--- config.mk ---
export PLATFORM = sky130hd
export DESIGN_NAME = nibble_stream_decryptor
export DESIGN_NICKNAME = d
export VERILOG_FILES = /design/src/rtl/nsd_pkg.sv /design/src/rtl/nsd_mix.sv /design/src/rtl/nsd_round.sv /design/src/rtl/nsd_state.sv /design/src/rtl/nibble_stream_decryptor.sv
export SDC_FILE = /design/constraint.sdc
export NUM_CORES = 1
export LEC_CHECK = 0
export BUFFER_PORTS_ARGS = -buffer_cell sky130_fd_sc_hd__buf_2
export CORE_ASPECT_RATIO = 1.5
export CORE_MARGIN = 3
export CORE_UTILIZATION = 50
export DETAILED_ROUTE_END_ITERATION = 12
export PLACE_DENSITY_LB_ADDON = 0.12
export SLEW_MARGIN = 30
export SYNTH_ARGS = -nofsm -noshare
export SYNTH_HDL_FRONTEND = slang
export SYNTH_SLANG_ARGS = --single-unit
--- constraint.sdc ---
create_clock -name clk -period 4 [get_ports clk]
set_input_delay 0.4 -clock clk [delete_from_list [all_inputs] [get_ports clk]]
set_output_delay 0.4 -clock clk [all_outputs]
set_load 0.01 [all_outputs]
--- src/rtl/nsd_pkg.sv ---
package nsd_pkg;
  localparam int NIB_W  = 4;
  localparam int NIBS   = 4;
  localparam int WORD_W = NIB_W * NIBS;

  typedef logic [WORD_W-1:0] word_t;
  typedef logic [NIB_W-1:0]  nib_t;

  localparam nib_t SUB_TAB [NIBS][16] = '{
    '{4'd9, 4'd8, 4'd2, 4'd11, 4'd1, 4'd14, 4'd5, 4'd15,
      4'd12, 4'd6, 4'd0, 4'd3, 4'd7, 4'd13, 4'd10, 4'd4},
    '{4'd2, 4'd10, 4'd0, 4'd15, 4'd14, 4'd1, 4'd11, 4'd3,
      4'd7, 4'd12, 4'd13, 4'd8, 4'd4, 4'd9, 4'd5, 4'd6},
    '{4'd4, 4'd11, 4'd3, 4'd8, 4'd7, 4'd2, 4'd15, 4'd13,
      4'd1, 4'd5, 4'd14, 4'd9, 4'd6, 4'd12, 4'd0, 4'd10},
    '{4'd1, 4'd13, 4'd8, 4'd2, 4'd0, 4'd5, 4'd6, 4'd14,
      4'd4, 4'd11, 4'd15, 4'd10, 4'd12, 4'd3, 4'd7, 4'd9}
  };
endpackage

--- src/rtl/nsd_mix.sv ---
// Unkeyed nibble mix: chained substitution followed by a bit-diagonal spread.
module nsd_mix
  import nsd_pkg::*;
(
  input  word_t x,
  output word_t y
);
  nib_t sub [NIBS];

  for (genvar j = 0; j < NIBS; j++) begin : g_sub
    assign sub[j] = SUB_TAB[j][x[j*NIB_W +: NIB_W]];
  end

  nib_t acc;
  always_comb begin
    acc = x[WORD_W-1 -: NIB_W];
    y   = '0;
    for (int j = 0; j < NIBS; j++) begin
      acc = acc ^ sub[j];
      for (int i = 0; i < NIB_W; i++) begin
        // output nibble (j - i) mod NIBS, bit i
        y[((j - i + NIBS) % NIBS) * NIB_W + i] = acc[i];
      end
    end
  end
endmodule

--- src/rtl/nsd_round.sv ---
// Keyed round: key applied before and after the unkeyed mix.
module nsd_round
  import nsd_pkg::*;
(
  input  word_t din,
  input  word_t key,
  output word_t dout
);
  word_t mixed;

  nsd_mix u_mix (
    .x (din ^ key),
    .y (mixed)
  );

  assign dout = mixed ^ key;
endmodule

--- src/rtl/nsd_state.sv ---
// Feedback register and block counter; restart takes effect on the word in the same cycle.
module nsd_state
  import nsd_pkg::*;
#(
  parameter int BLOCK_WORDS = 16
) (
  input  logic clk,
  input  logic rst_n,
  input  logic restart,
  input  logic advance,
  input  word_t fb_next,
  output word_t fb_use,
  output word_t fb_q,
  output logic [((BLOCK_WORDS > 1) ? $clog2(BLOCK_WORDS) : 1)-1:0] cnt_q
);
  localparam int CNT_W = (BLOCK_WORDS > 1) ? $clog2(BLOCK_WORDS) : 1;
  localparam logic [CNT_W-1:0] LAST = CNT_W'(BLOCK_WORDS - 1);

  logic [CNT_W-1:0] cnt_use;

  assign fb_use  = restart ? '0 : fb_q;
  assign cnt_use = restart ? '0 : cnt_q;

  always_ff @(posedge clk or negedge rst_n) begin
    if (!rst_n) begin
      fb_q  <= '0;
      cnt_q <= '0;
    end else if (advance) begin
      if (cnt_use == LAST) begin
        fb_q  <= '0;
        cnt_q <= '0;
      end else begin
        fb_q  <= fb_next;
        cnt_q <= cnt_use + 1'b1;
      end
    end else if (restart) begin
      fb_q  <= '0;
      cnt_q <= '0;
    end
  end
endmodule

--- src/rtl/nibble_stream_decryptor.sv ---
module nibble_stream_decryptor
  import nsd_pkg::*;
#(
  parameter int BLOCK_WORDS = 16
) (
  input  logic        clk,
  input  logic        rst_n,
  input  logic        restart,
  input  logic [15:0] key1,
  input  logic [15:0] key2,
  input  logic        in_valid,
  output logic        in_ready,
  input  logic [15:0] in_data,
  output logic        out_valid,
  input  logic        out_ready,
  output logic [15:0] out_data
);
  localparam int CNT_W = (BLOCK_WORDS > 1) ? $clog2(BLOCK_WORDS) : 1;

  logic             in_fire;
  word_t            fb_use, fb_q, fb_next, second;
  logic [CNT_W-1:0] cnt_q;

  assign in_ready = !out_valid || out_ready;
  assign in_fire  = in_valid && in_ready;

  nsd_round u_fb_round (
    .din  (in_data ^ fb_use),
    .key  (key1),
    .dout (fb_next)
  );

  nsd_round u_out_round (
    .din  (fb_next),
    .key  (key2),
    .dout (second)
  );

  nsd_state #(.BLOCK_WORDS(BLOCK_WORDS)) u_state (
    .clk     (clk),
    .rst_n   (rst_n),
    .restart (restart),
    .advance (in_fire),
    .fb_next (fb_next),
    .fb_use  (fb_use),
    .fb_q    (fb_q),
    .cnt_q   (cnt_q)
  );

  always_ff @(posedge clk or negedge rst_n) begin
    if (!rst_n) begin
      out_valid <= 1'b0;
      out_data  <= '0;
    end else if (in_fire) begin
      out_valid <= 1'b1;
      out_data  <= fb_use ^ second;
    end else if (out_ready) begin
      out_valid <= 1'b0;
    end
  end
endmodule

After elaboration in Yosys (flattened, before gate mapping)
Memories as Yosys holds them, arrays and structs flattened.
Cells that the tools add are included.
Cells by class
  order comparisons: 8
  bitwise gates (word level): 22
  reduce and logical (&&, ||, !) cells: 4
  equal/unequal tests: 1
  mux-type cells: 24
  add/sub/neg operators: 1
Operators by type and width (count)
  16-bit bitwise XOR: 6
  4-bit two-way mux: 19
  16-bit two-way mux: 3
  5-bit greater-or-equal comparator (second input constant): 8
  4-bit inverter with 5-bit output: 8
  4-bit bitwise XOR: 8
  4-bit by 1-bit adder with 4-bit output (second input constant): 1
  4-bit equality test (second input constant): 1
  1-bit two-way mux: 2
  2-bit nonzero test: 1
  1-bit logical AND: 1
  1-bit logical NOT: 1
  1-bit logical OR: 1
Word-level totals
  register bits: 37
  logic and storage cells: 72
  memories kept: 8
  memory bits (read-only): 512
Memories
  (no name shown): words 16, width 4, rd ports 1, clocked after memory_dff 0, wr ports 0, RTL line nsd_mix.sv:11  | assign sub[j] = SUB_TAB[j][x[j*NIB_W +: NIB_W]];
  (no name shown): words 16, width 4, rd ports 1, clocked after memory_dff 0, wr ports 0, RTL line nsd_mix.sv:11
  (no name shown): words 16, width 4, rd ports 1, clocked after memory_dff 0, wr ports 0, RTL line nsd_mix.sv:11
  (no name shown): words 16, width 4, rd ports 1, clocked after memory_dff 0, wr ports 0, RTL line nsd_mix.sv:11
  (no name shown): words 16, width 4, rd ports 1, clocked after memory_dff 0, wr ports 0, RTL line nsd_mix.sv:11
  (no name shown): words 16, width 4, rd ports 1, clocked after memory_dff 0, wr ports 0, RTL line nsd_mix.sv:11
  +2 memories

Depth between registers and ports, before layout
  word-level depth: 23
  depth in mapped cells: 19

By module
Synthesis repeated with hierarchy kept, for this count alone.
Second synthesis, totals
  cells, all modules: 417
  area total of the unflattened synthesis: 4235.3 um^2
Modules (own cells, without submodules)
  nibble_stream_decryptor: cells an instance 70, area each 975.9 um^2, instances 1
  nsd_mix (u_fb_round.u_mix): cells an instance 107, area each 913.4 um^2, instances 1
  nsd_state: cells an instance 72, area each 899.6 um^2, instances 1
  nsd_mix (u_out_round.u_mix): cells an instance 104, area each 885.8 um^2, instances 1
  nsd_round: cells an instance 32, area each 280.3 um^2, instances 2

Worst setup path before layout
Ideal clock, no wire load.
  path kind: input to register
  from: input restart
  to: register out_data[8]
  path buffers: 1
  arrival: 4018 ps
  slack: -143 ps
  stages on the path: 19
  path through: buf_2 nor2b_1 xnor2_1 inv_1 ha_1 inv_1 nor2_1 a211oi_1 a21oi_1 xor2_1 xnor3_1 inv_1 ha_1 nor2b_1 a211oi_1 a21oi_1 xnor2_1 xnor3_1 mux2_2
On the way
  word-level cells in the longest chain between the ends: 22
Ends and longest elaborated chain
  start, declared: RTL line nibble_stream_decryptor.sv:8  | input logic restart,
  16-bit two-way mux *
  16-bit bitwise XOR: RTL line nibble_stream_decryptor.sv:28  | .din (in_data ^ fb_use),
  16-bit bitwise XOR: RTL line nsd_round.sv:12  | .x (din ^ key),
  4-bit inverter with 5-bit output (not written as such): RTL line nsd_mix.sv:11
  memory 16 x 4 bit
  4-bit two-way mux (not written as such) (2 in a row): RTL line nsd_mix.sv:11
  4-bit bitwise XOR (4 in a row): RTL line nsd_mix.sv:19  | acc = acc ^ sub[j];
  16-bit bitwise XOR: RTL line nsd_round.sv:16  | assign dout = mixed ^ key;
  16-bit bitwise XOR: RTL line nsd_round.sv:12
  4-bit inverter with 5-bit output (not written as such): RTL line nsd_mix.sv:11
  memory 16 x 4 bit
  4-bit two-way mux (not written as such) (2 in a row): RTL line nsd_mix.sv:11
  4-bit bitwise XOR (3 in a row): RTL line nsd_mix.sv:19
  16-bit bitwise XOR: RTL line nsd_round.sv:16
  16-bit bitwise XOR *: RTL line nibble_stream_decryptor.sv:56  | out_data <= fb_use ^ second;
  end signal, assigned: RTL line nibble_stream_decryptor.sv:56
  end, declared: RTL line nibble_stream_decryptor.sv:16  | output logic [15:0] out_data
Mark *: on every way between the ends. The rest lies on a longest branch, timed or not. The select of a mux whose other input is x is not followed.
A chain may end at the register's enable or synchronous reset.

Worst setup path after layout
  from: input restart
  to: register out_data[6]
On the way
  word-level cells in the longest chain between the ends: 23
Ends and longest elaborated chain (RTL line)
  16-bit two-way mux *
  16-bit bitwise XOR: nibble_stream_decryptor.sv:28
  16-bit bitwise XOR: nsd_round.sv:12
  4-bit inverter with 5-bit output (not written as such): nsd_mix.sv:11
  memory 16 x 4 bit
  4-bit two-way mux (not written as such) (2 in a row): nsd_mix.sv:11
  4-bit bitwise XOR (4 in a row): nsd_mix.sv:19
  16-bit bitwise XOR: nsd_round.sv:16
  16-bit bitwise XOR: nsd_round.sv:12
  4-bit inverter with 5-bit output (not written as such): nsd_mix.sv:11
  memory 16 x 4 bit
  4-bit two-way mux (not written as such) (2 in a row): nsd_mix.sv:11
  4-bit bitwise XOR (4 in a row): nsd_mix.sv:19
  16-bit bitwise XOR: nsd_round.sv:16
  16-bit bitwise XOR *: nibble_stream_decryptor.sv:56
Marked as above.

==> results.cfg <==
[status]
outcome = finished, final reports clean

[timing]
fin_tns_setup_ns = 0
worstMarginPinSlew_ns = 0.665
rsz0062_at_grt = yes
period_share_pct = 96.8
max_freq_mhz = 258
hold_violations = 0
layout_min_cycle_time_ns = 3.87
fin_skew_ns = 0.00942
report.final.slew_viol_count = 0
slew_headroom_pct = 55.5
setup_viol = 0

[clock_network]
clk_pin_slew_ns = 0.07
cts_buffers = 5
clockBufferDepth = 2
postCtsHoldBufs = 0
cts.htree.levels = 2
cts-root-buf = clkbuf_16
clock_latency_ns = 0.29
cts_tree = done
numClockSinks = 37

[yosys]
synthFlopType = dfrtp_1
synth_cell_types = 60
synthCells = 445
syn-cell-area_sq_um = 4540
synth_warnings = 0
netlist_top_cells_count = xnor2_1, dfrtp_1, nand2_1, mux2i_1, xor2_1
synth_area_per_cell_sq_um = 10.2
synth_most_common_cell = xnor2_1
synthArstFlopShare_pct = 100
synth_top_area_share_pct = 20.4
synth_seq_area_share_pct = 20.4
synth.ff_latch_count = 37
synth_edf_count = 0
yosys.area.top_type = dfrtp_1
synth_nets = 517
synth_area_leaders = dfrtp_1, xnor2_1, xnor2_2

[floorplan]
die_area_sq_um = 10300
fp.dieW_microns = 83.8
io_pins = 71
initial_core_util_pct = 51.5
die_h_microns = 123
rows = 42
core-area_sq_um = 8830

[route]
drt-pass1-iter-count = 4
ant_nets = 0
drc = 0
vias = 3815
drt_iter0_drc = 138
drt-wirelength-per-cell_microns = 17.1
viasPerCell = 5.16
wl_microns = 12600

[worst_setup_path]
worstPathCellList = clkbuf_4, buf_12, nor2b_2, xnor2_2, ha_1, nor3_1, a311oi_2, xnor2_2, buf_4, xor2_2, xnor2_1, ha_1, buf_4, nand3b_1, o221a_1, or3_4, a211o_1, a31oi_1
cp-start-kind = input pin
path_buf_inv = 4
crit_path_end_kind = register
required_ns = 4.21
critPathMaxFanout = 13
cp_slowest_stage_delay_ns = 0.41
path_class = input pin to register
cp_top_family = simple AND/OR/NAND/NOR gates
critical_path.slowest_cell = or3_4
arrival_ns = 4.08

[layout]
final_nets = 700
drive_gt1_share_pct = 45.0
n_antenna_cell = 0
fill_cells = 676
synthToLayoutAreaGrowth_pct = 37.2

[global_route]
antenna_found_initial = 0
grtUsageTotal_pct = 24.4
overflow = 0
grt_pass1_wl_microns = 19300
grt_max_degree = 38
grt_pass1_vias = 3940

[placed_design]
hpwl_microns = 10100
portBuffers = 70
gp_congestion = 0.924

[flow_run]
drv_cap = 0

[worst_hold_path]
hp-class = input pin to asynchronous set/reset pin
state kept, by name (all words and copies together), names as in the netlist:
| name | flops |
|---|---|
| u_state.cnt_q | 4 |
| u_state.fb_q | 16 |
| out_data | 16 |
| out_valid | 1 |
timing repair:
action | CTS | global route
setup buffers | 0 | 4
cloned | 0 | 0
pin swaps | 0 | 12
gates resized for setup | 3 | 18
setup endpoints to repair | 4 | 8
final timing paths:
kind                       depth (start not counted)          endpoint  slack (ns)             start
setup / recovery                                  18       out_data[6]        0.13           restart
hold / removal                                     1         out_valid        0.09             rst_n
setup reg to reg                                  17      out_data[12]        0.14  u_state.fb_q[12]
hold reg to reg                                    2      out_data[11]        0.48      out_data[11]
max in group asynchronous                          1  u_state.fb_q[15]        3.55             rst_n
min in group clk                                   2         out_valid        0.34          in_valid
logic make-up (layout without fill, tap and decap cells):
family / after synthesis / count (layout) / synth area share, %
adders and majority gates: 19 / 19 / 5.23
buffers and inverters: 28 / 212 / 2.42
muxes: 37 / 37 / 8.59
AOI/OAI and AO/OA: 75 / 75 / 11.5
xor gates and xnor gates: 158 / 158 / 40.7
and+or+nand+nor: 91 / 91 / 11.2
DFF: 37 / 37 / 20.4
per-layer routing:
metal	global-route usage [%]	routed length, microns	up-vias
li1	-	-	1876
met1	26.3	4840	1833
met2	47.8	6970	82
met3	3.76	427	24
met4	8.55	384	0
met5	0	0	-
per-stage QoR:
| step | hold slack, ns | util (%) | worst slack, ns | area, sq um | instances |
|---|---|---|---|---|---|
| global route | 0.130 | 70.6 | -0.0893 | 6230 | 739 |
| detailed placement | 0.466 | 67.2 | -0.344 | 5930 | 727 |
| CTS | 0.283 | 69.0 | 0.0493 | 6090 | 735 |
| finish | 0.0918 | 70.6 | 0.127 | 6230 | 739 |
| floorplan | 0.104 | - | 0.00571 | 4630 | 445 |
| global placement | 0.458 | 67.2 | -0.287 | 5930 | 727 |
area by class of cell:
cell class,instances,area (sq um),area share [%]
Clock inverter,3,17.5,0.281
Tap cell,110,138,2.21
Timing Repair Buffer,184,1240,19.8
Inverter,20,75.1,1.20
Multi-Input combinational cell,380,3720,59.6
Clock buffer,5,125,2.01
Sequential cell,37,926,14.9
cells in the final DEF, fill, tap and decap left out, types with 3 or more instances in the layout:
cell       instances
buf_4            113
xnor2_1           86
buf_2             68
dfrtp_1           37
nand2_1           30
mux2i_1           25
xnor2_2           24
o21ai_0           20
xor2_1            20
ha_1              17
inv_1             16
o22ai_1           10
nand2b_1           9
mux2_2             9
xnor3_1            9
a21oi_1            8
o21ai_1            8
nor2b_1            7
nor2b_2            7
xor2_2             7
nor2_1             7
xnor2_4            6
clkbuf_16          5
inv_2              4
nand3_1            4
a31oi_1            4
and3_1             4
nand2b_4           3
nand2_2            3
nor3_1             3
a22o_1             3
Power is left out: the tool's default activity adds up to more than one toggle a clock period on the data nets, which glitch-free logic cannot reach.
